## config.mk

```make
export PLATFORM = sky130hd
export DESIGN_NAME = tmr_port_reg
export DESIGN_NICKNAME = d
export VERILOG_FILES = /design/src/rtl/tmr_port_pkg.sv /design/src/rtl/pin_sync.sv /design/src/rtl/port_latch.sv /design/src/rtl/tmr_port_reg.sv
export SDC_FILE = /design/constraint.sdc
export NUM_CORES = 1
export LEC_CHECK = 0
export ABC_AREA = 1
export BUFFER_PORTS_ARGS = -buffer_cell sky130_fd_sc_hd__buf_2
export CAP_MARGIN = 20
export CORE_MARGIN = 1.5
export CORE_UTILIZATION = 40
export CTS_CLUSTER_DIAMETER = 200
export DETAILED_ROUTE_END_ITERATION = 8
export PLACE_DENSITY = 0.81
export SLEW_MARGIN = 0
export SYNTH_ARGS = -nofsm -noshare
export SYNTH_HDL_FRONTEND = slang
export SYNTH_SLANG_ARGS = --single-unit
```

## constraint.sdc

```tcl
create_clock -name clk -period 2.14 [get_ports clk]
set_clock_uncertainty 0.2 [all_clocks]
set_input_delay 0.428 -clock clk [delete_from_list [all_inputs] [get_ports clk]]
set_output_delay 0.428 -clock clk [all_outputs]
set_load 0.1 [all_outputs]
```

## src/rtl/tmr_port_pkg.sv

```systemverilog
package tmr_port_pkg;
  localparam int PORT_W = 4;
  localparam int BUS_W  = 8;

  // Driver selection: the timer wins when it owns the pin.
  function automatic logic drive_pick(input logic owned, input logic tmr_lvl,
                                      input logic latch_lvl);
    return owned ? tmr_lvl : latch_lvl;
  endfunction

  // Readback selection: outputs show the latch, inputs show the sensed level.
  function automatic logic read_pick(input logic is_out, input logic latch_lvl,
                                     input logic sensed_lvl);
    return is_out ? latch_lvl : sensed_lvl;
  endfunction

  function automatic logic enable_pick(input logic owned, input logic is_out);
    return owned | is_out;
  endfunction
endpackage

```

## src/rtl/pin_sync.sv

```systemverilog
module pin_sync #(
  parameter int W      = 4,
  parameter int STAGES = 2
) (
  input  logic         clk,
  input  logic         rst_n,
  input  logic [W-1:0] d,
  output logic [W-1:0] q
);
  logic [W-1:0] stg [STAGES];

  for (genvar s = 0; s < STAGES; s++) begin : g_stage
    if (s == 0) begin : g_first
      always_ff @(posedge clk) begin
        if (!rst_n) stg[s] <= '0;
        else        stg[s] <= d;
      end
    end else begin : g_rest
      always_ff @(posedge clk) begin
        if (!rst_n) stg[s] <= '0;
        else        stg[s] <= stg[s-1];
      end
    end
  end

  assign q = stg[STAGES-1];

  if (STAGES == 2) begin : g_chk
    logic [1:0] age;
    always_ff @(posedge clk) begin
      if (!rst_n)          age <= 2'd0;
      else if (age != 2'd2) age <= age + 2'd1;
    end

    sync_delay_chk: assert property (@(posedge clk) disable iff (!rst_n)
      (age == 2'd2) |-> (q == $past(d, 2)));
  end
endmodule

```

## src/rtl/port_latch.sv

```systemverilog
module port_latch #(
  parameter int W = 4
) (
  input  logic         clk,
  input  logic         rst_n,
  input  logic         load,
  input  logic [W-1:0] d,
  output logic [W-1:0] q
);
  always_ff @(posedge clk) begin
    if (!rst_n)    q <= '0;
    else if (load) q <= d;
  end


  latch_load_chk: assert property (@(posedge clk) disable iff (!rst_n)
    load |=> (q == $past(d)));

  latch_hold_chk: assert property (@(posedge clk) disable iff (!rst_n)
    !load |=> $stable(q));
endmodule

```

## src/rtl/tmr_port_reg.sv

```systemverilog
module tmr_port_reg
  import tmr_port_pkg::*;
#(
  parameter int P_W   = PORT_W,
  parameter int B_W   = BUS_W,
  parameter int SYNCN = 2
) (
  input  logic           clk,
  input  logic           rst_n,
  input  logic           wr_en,
  input  logic [B_W-1:0] wr_data,
  output logic [B_W-1:0] rd_data,
  input  logic [P_W-1:0] dir,
  input  logic [P_W-1:0] tmr_en,
  input  logic [P_W-1:0] tmr_out,
  input  logic [P_W-1:0] pin_in,
  output logic [P_W-1:0] pin_drv,
  output logic [P_W-1:0] pin_oe
);
  localparam int RSV_W = B_W - P_W;

  logic [P_W-1:0] latch_q;
  logic [P_W-1:0] sensed;
  logic [P_W-1:0] rd_port;
  logic           unused_hi;

  assign unused_hi = ^wr_data[B_W-1:P_W];

  port_latch #(.W(P_W)) u_latch (
    .clk(clk), .rst_n(rst_n), .load(wr_en), .d(wr_data[P_W-1:0]), .q(latch_q)
  );

  pin_sync #(.W(P_W), .STAGES(SYNCN)) u_sync (
    .clk(clk), .rst_n(rst_n), .d(pin_in), .q(sensed)
  );

  for (genvar i = 0; i < P_W; i++) begin : g_pin
    assign pin_drv[i] = drive_pick(tmr_en[i], tmr_out[i], latch_q[i]);
    assign pin_oe[i]  = enable_pick(tmr_en[i], dir[i]);
    assign rd_port[i] = read_pick(dir[i], latch_q[i], sensed[i]);


    gpio_drive_chk: assert property (@(posedge clk) disable iff (!rst_n)
      (wr_en && !tmr_en[i]) |=> (tmr_en[i] || pin_drv[i] == $past(wr_data[i])));

    tmr_drive_chk: assert property (@(posedge clk) disable iff (!rst_n)
      (wr_en && tmr_en[i]) |=>
        (!(tmr_en[i] && tmr_out[i] == $past(tmr_out[i])) ||
         pin_drv[i] == $past(pin_drv[i])));

    out_read_chk: assert property (@(posedge clk) disable iff (!rst_n)
      (wr_en && dir[i]) |=> (!dir[i] || rd_data[i] == $past(wr_data[i])));
  end

  assign rd_data = {{RSV_W{1'b0}}, rd_port};
endmodule

```

======== Yosys cells after proc, flatten, opt, wreduce, memory -nomap -nowiden ========
Memory sizes are Yosys's and may differ from the RTL's.
Index checks and enable logic that the tools add are counted.
storage, ports and cells
  word-level logic and storage cells ...... 20
  memories ................................ 1
  memory bits (writable) .................. 8
  flip-flop bits (word level) ............. 4
  bits of input ports ..................... 27
cells by class
  multiplexer cells ....................... 12
  bitwise operators ....................... 6
memory list
  memory      depth  width  read ports  clocked after memory_dff  wr ports  line            RTL
  u_sync.stg  2      4      2           0                         2         pin_sync.sv:10  logic [W-1:0] stg [STAGES];
operators with widths
  cell          number
  $mux W1       10
  $mux W4       2
  $or A1 B1 Y1  6

======== Longest topological paths before layout ========
  depth in word-level cells ............... 2
  depth in mapped cells ................... 4
  gate-level depth less buffers ........... 4

======== By module ========
From an unflattened synthesis, not the netlist that was laid out.
second synthesis, totals
  cell total of the unflattened synthesis .. 91
  area, all modules ....................... 560.5 µm²
by module, submodules not included
  module        area each (µm²)  cells each  instances
  pin_sync      225.2            25          1
  tmr_port_reg  168.9            41          1
  port_latch    166.4            25          1

======== Least setup slack after synthesis ========
OpenSTA, ideal clock, no wires.
  kind .................................... input to output
  start point ............................. input port tmr_en[0]
  end point ............................... output port pin_drv[0]
  stages .................................. 1
  path buffers ............................ 0
  path slack .............................. -1.029 ns
  required time ........................... 1.512 ns
  data arrival time ....................... 2.541 ns
  cells stage by stage .................... o21ai_0
on the way
  word-level cells in the longest chain between the ends .. 1
RTL lines
  item         line                RTL
  from (decl)  tmr_port_reg.sv:14  input logic [P_W-1:0] tmr_en,
  $mux W1      tmr_port_pkg.sv:8   return owned ? tmr_lvl : latch_lvl;
  to (decl)    tmr_port_reg.sv:17  output logic [P_W-1:0] pin_drv,
No other way between the ends.

======== Worst setup path in the final report ========
  start point ............................. register u_latch.q[0]
  end point ............................... output port pin_drv[0]
on the way
  word-level cells in the longest chain between the ends .. 1
RTL lines
  item                    line               RTL
  from (decl)             port_latch.sv:8    output logic [W-1:0] q
  from (signal assigned)  port_latch.sv:11   if (!rst_n) q <= '0;
  from (signal assigned)  port_latch.sv:12   else if (load) q <= d;
  $mux W1                 tmr_port_pkg.sv:8
No other way between the ends.

==> impl_metrics.tcl <==
set metrics [dict create \
    io_pins 43 \
    grt.overflow.total 0 \
    synth_ff_type "dfxtp_1" \
    yosysMostFrequentCell "nand2_1" \
    root_buffer "clkbuf_4" \
    postCtsResizedCells 0 \
    grt_pass1_wl_um 1320 \
    rsz0062_at_grt "false" \
    htree_levels 1 \
    yosysUniqueCellTypes 10 \
    routed_wl_um 958 \
    diodes 0 \
    design_area_um2 738 \
    dp_hpwl_um 773 \
    maxCapViolCount 0 \
    hold_path_class "in2reg" \
    dr.pass1.iters 2 \
    synth.top_cell.area_share_pct 44.3 \
    crit_fanout 2 \
    yosysSeqAreaShare_pct 44.3 \
    die_w_um 39.8 \
    cp.required_ps 1510 \
    fmax_mhz 547 \
    clk_pin_slew_ps 70 \
    slowest_stage "buf_2" \
    regArea_um2 240 \
    power.total_uw 599 \
    synthCells 79 \
    drtAntennaViolNets 0 \
    port_buffers 34 \
    yosysTopAreaCell "dfxtp_1" \
    finalMaxSlewViolations 0 \
    status "complete, no violations" \
    critical-path-max-stage-delay_ps 440 \
    syn_area_per_cell_um2 6.86 \
    netlist_area_um2 542 \
    path_class "reg2out" \
    drc 0 \
    clock_path_buffers 2 \
    post-place-ws_ps 388 \
    critPathArrivalTime_ps 1200 \
    synth_common_cells "nand2_1 (20), inv_1 (16), dfxtp_1 (12), nor2_1 (12)" \
    initial_core_util_pct 42.2 \
    post-route-period-util_pct 85.5 \
    syn_to_final_growth_pct 36.3 \
    fin_nets 142 \
    setup_viol 0 \
    die_h_um 39.8 \
    grt_antenna_before_repair 0 \
    vias_per_cell 4.02 \
    path_cells "inv_1 -> o21ai_1 -> buf_2" \
    final_cells 128 \
    synth_seq_cells 12 \
    track_usage_pct 12.9 \
    start_kind "flop" \
    wl_per_cell_um 7.48 \
    ys_warn_count 0 \
    dpl_cell_area_um2 716 \
    ys_async_sr_fraction_pct 0 \
    cts_tree "built" \
    p_leak_uw 0.000454 \
    grt_max_degree 13 \
    cts_hold_buf 0 \
    vias 514 \
    multi_input_area_um2 226 \
    fill_cells 134 \
    insertion_delay_ps 260 \
    num_rows 13 \
    power_density_mw_per_mm2 812 \
    numClockSinks 12 \
    hold_viol 0 \
    grt_pass1_vias 368 \
    dieArea_mm2 0.00158 \
    cts_made_buffers 3 \
    synth.area.top_cells "dfxtp_1 (44%), nand2_1 (14%), inv_1 (11%), nor2_1 (8.3%), buf_4 (5.5%)" \
    post-route-min-period_ps 1830 \
    synth_edf_count 0 \
    drt_first_iter_violations 3 \
    core_mm2 0.00128 \
    dp.cells 125 \
    crit_path_end_kind "primary output" \
    drive_gt1_share_pct 42.5 \
    post_cts_buffers 0 \
    gp_congestion 0.662 \
    vdd_drop_max_v 0.000381 \
    finalWorstSetupSlack_ps 311 \
]
## cell type report
class / count / area share [%]
Sequential cell: 12 / 32.5
Multi-Input combinational cell: 48 / 30.7
Timing Repair Buffer: 34 / 23.1
Inverter: 16 / 8.14
Clock buffer: 3 / 3.05
Tap cell: 15 / 2.54
## worst max-delay path, delay by kind of cell (launching register included)
family          cells  cell delay (ps)
compound gates      1              120
buf+inv             2              500
flops               1              330
## sequential cells by signal, summed over array words and instances (netlist names)
name / flops
u_sync.stg: 8
u_latch.q: 4
## path summary, 6_finish.rpt
path	endpoint	depth (start not counted)	slack (ps)	startpoint
hold / removal	u_sync.stg[0][3]	3	140	pin_in[3]
setup reg to reg	u_latch.q[0]	2	1390	u_latch.q[0]
setup / recovery	pin_drv[0]	3	310	u_latch.q[0]
hold reg to reg	u_sync.stg[1][2]	2	210	u_sync.stg[0][2]
## power breakdown
group	internal (uW)	switching (uW)
registers	235	3.85
logic	42.2	188
clock network	64.9	65.0
total	343	257
## per-layer routing
metal | global-route usage (%) | share of wire (%)
met5 | 0 | 0
met2 | 20.5 | 48
met1 | 14.5 | 44
met3 | 1.70 | 7.8
met4 | 12.1 | 0.73
## through the flow
| step | util (%) | hold slack (ps) | setup TNS (ps) |
|---|---|---|---|
| floorplan | - | 186 | -266 |
| global placement | 55.7 | 191 | 0 |
| detailed placement | 55.7 | 201 | 0 |
| CTS | 57.4 | 132 | 0 |
| global route | 57.4 | 135 | 0 |
| finish | 57.4 | 144 | 0 |
## cells in the final DEF (no fill, tap or decap)
cell type / n
buf_2: 34
nand2_1: 20
inv_1: 16
nor2_1: 12
dfxtp_1: 12
a21oi_2: 4
or2_2: 4
conb_1: 4
o21ai_2: 3
clkbuf_4: 3
o21ai_1: 1
## logic make-up after synthesis
group                  share of synthesized area (%)
DFF                                             44.3
AOI/OAI and AO/OA                               7.39
and+or+nand+nor                                 26.8
buffers and inverters                           20.8
other                                          0.692
No activity file was read; power rests on OpenSTA's default activity.
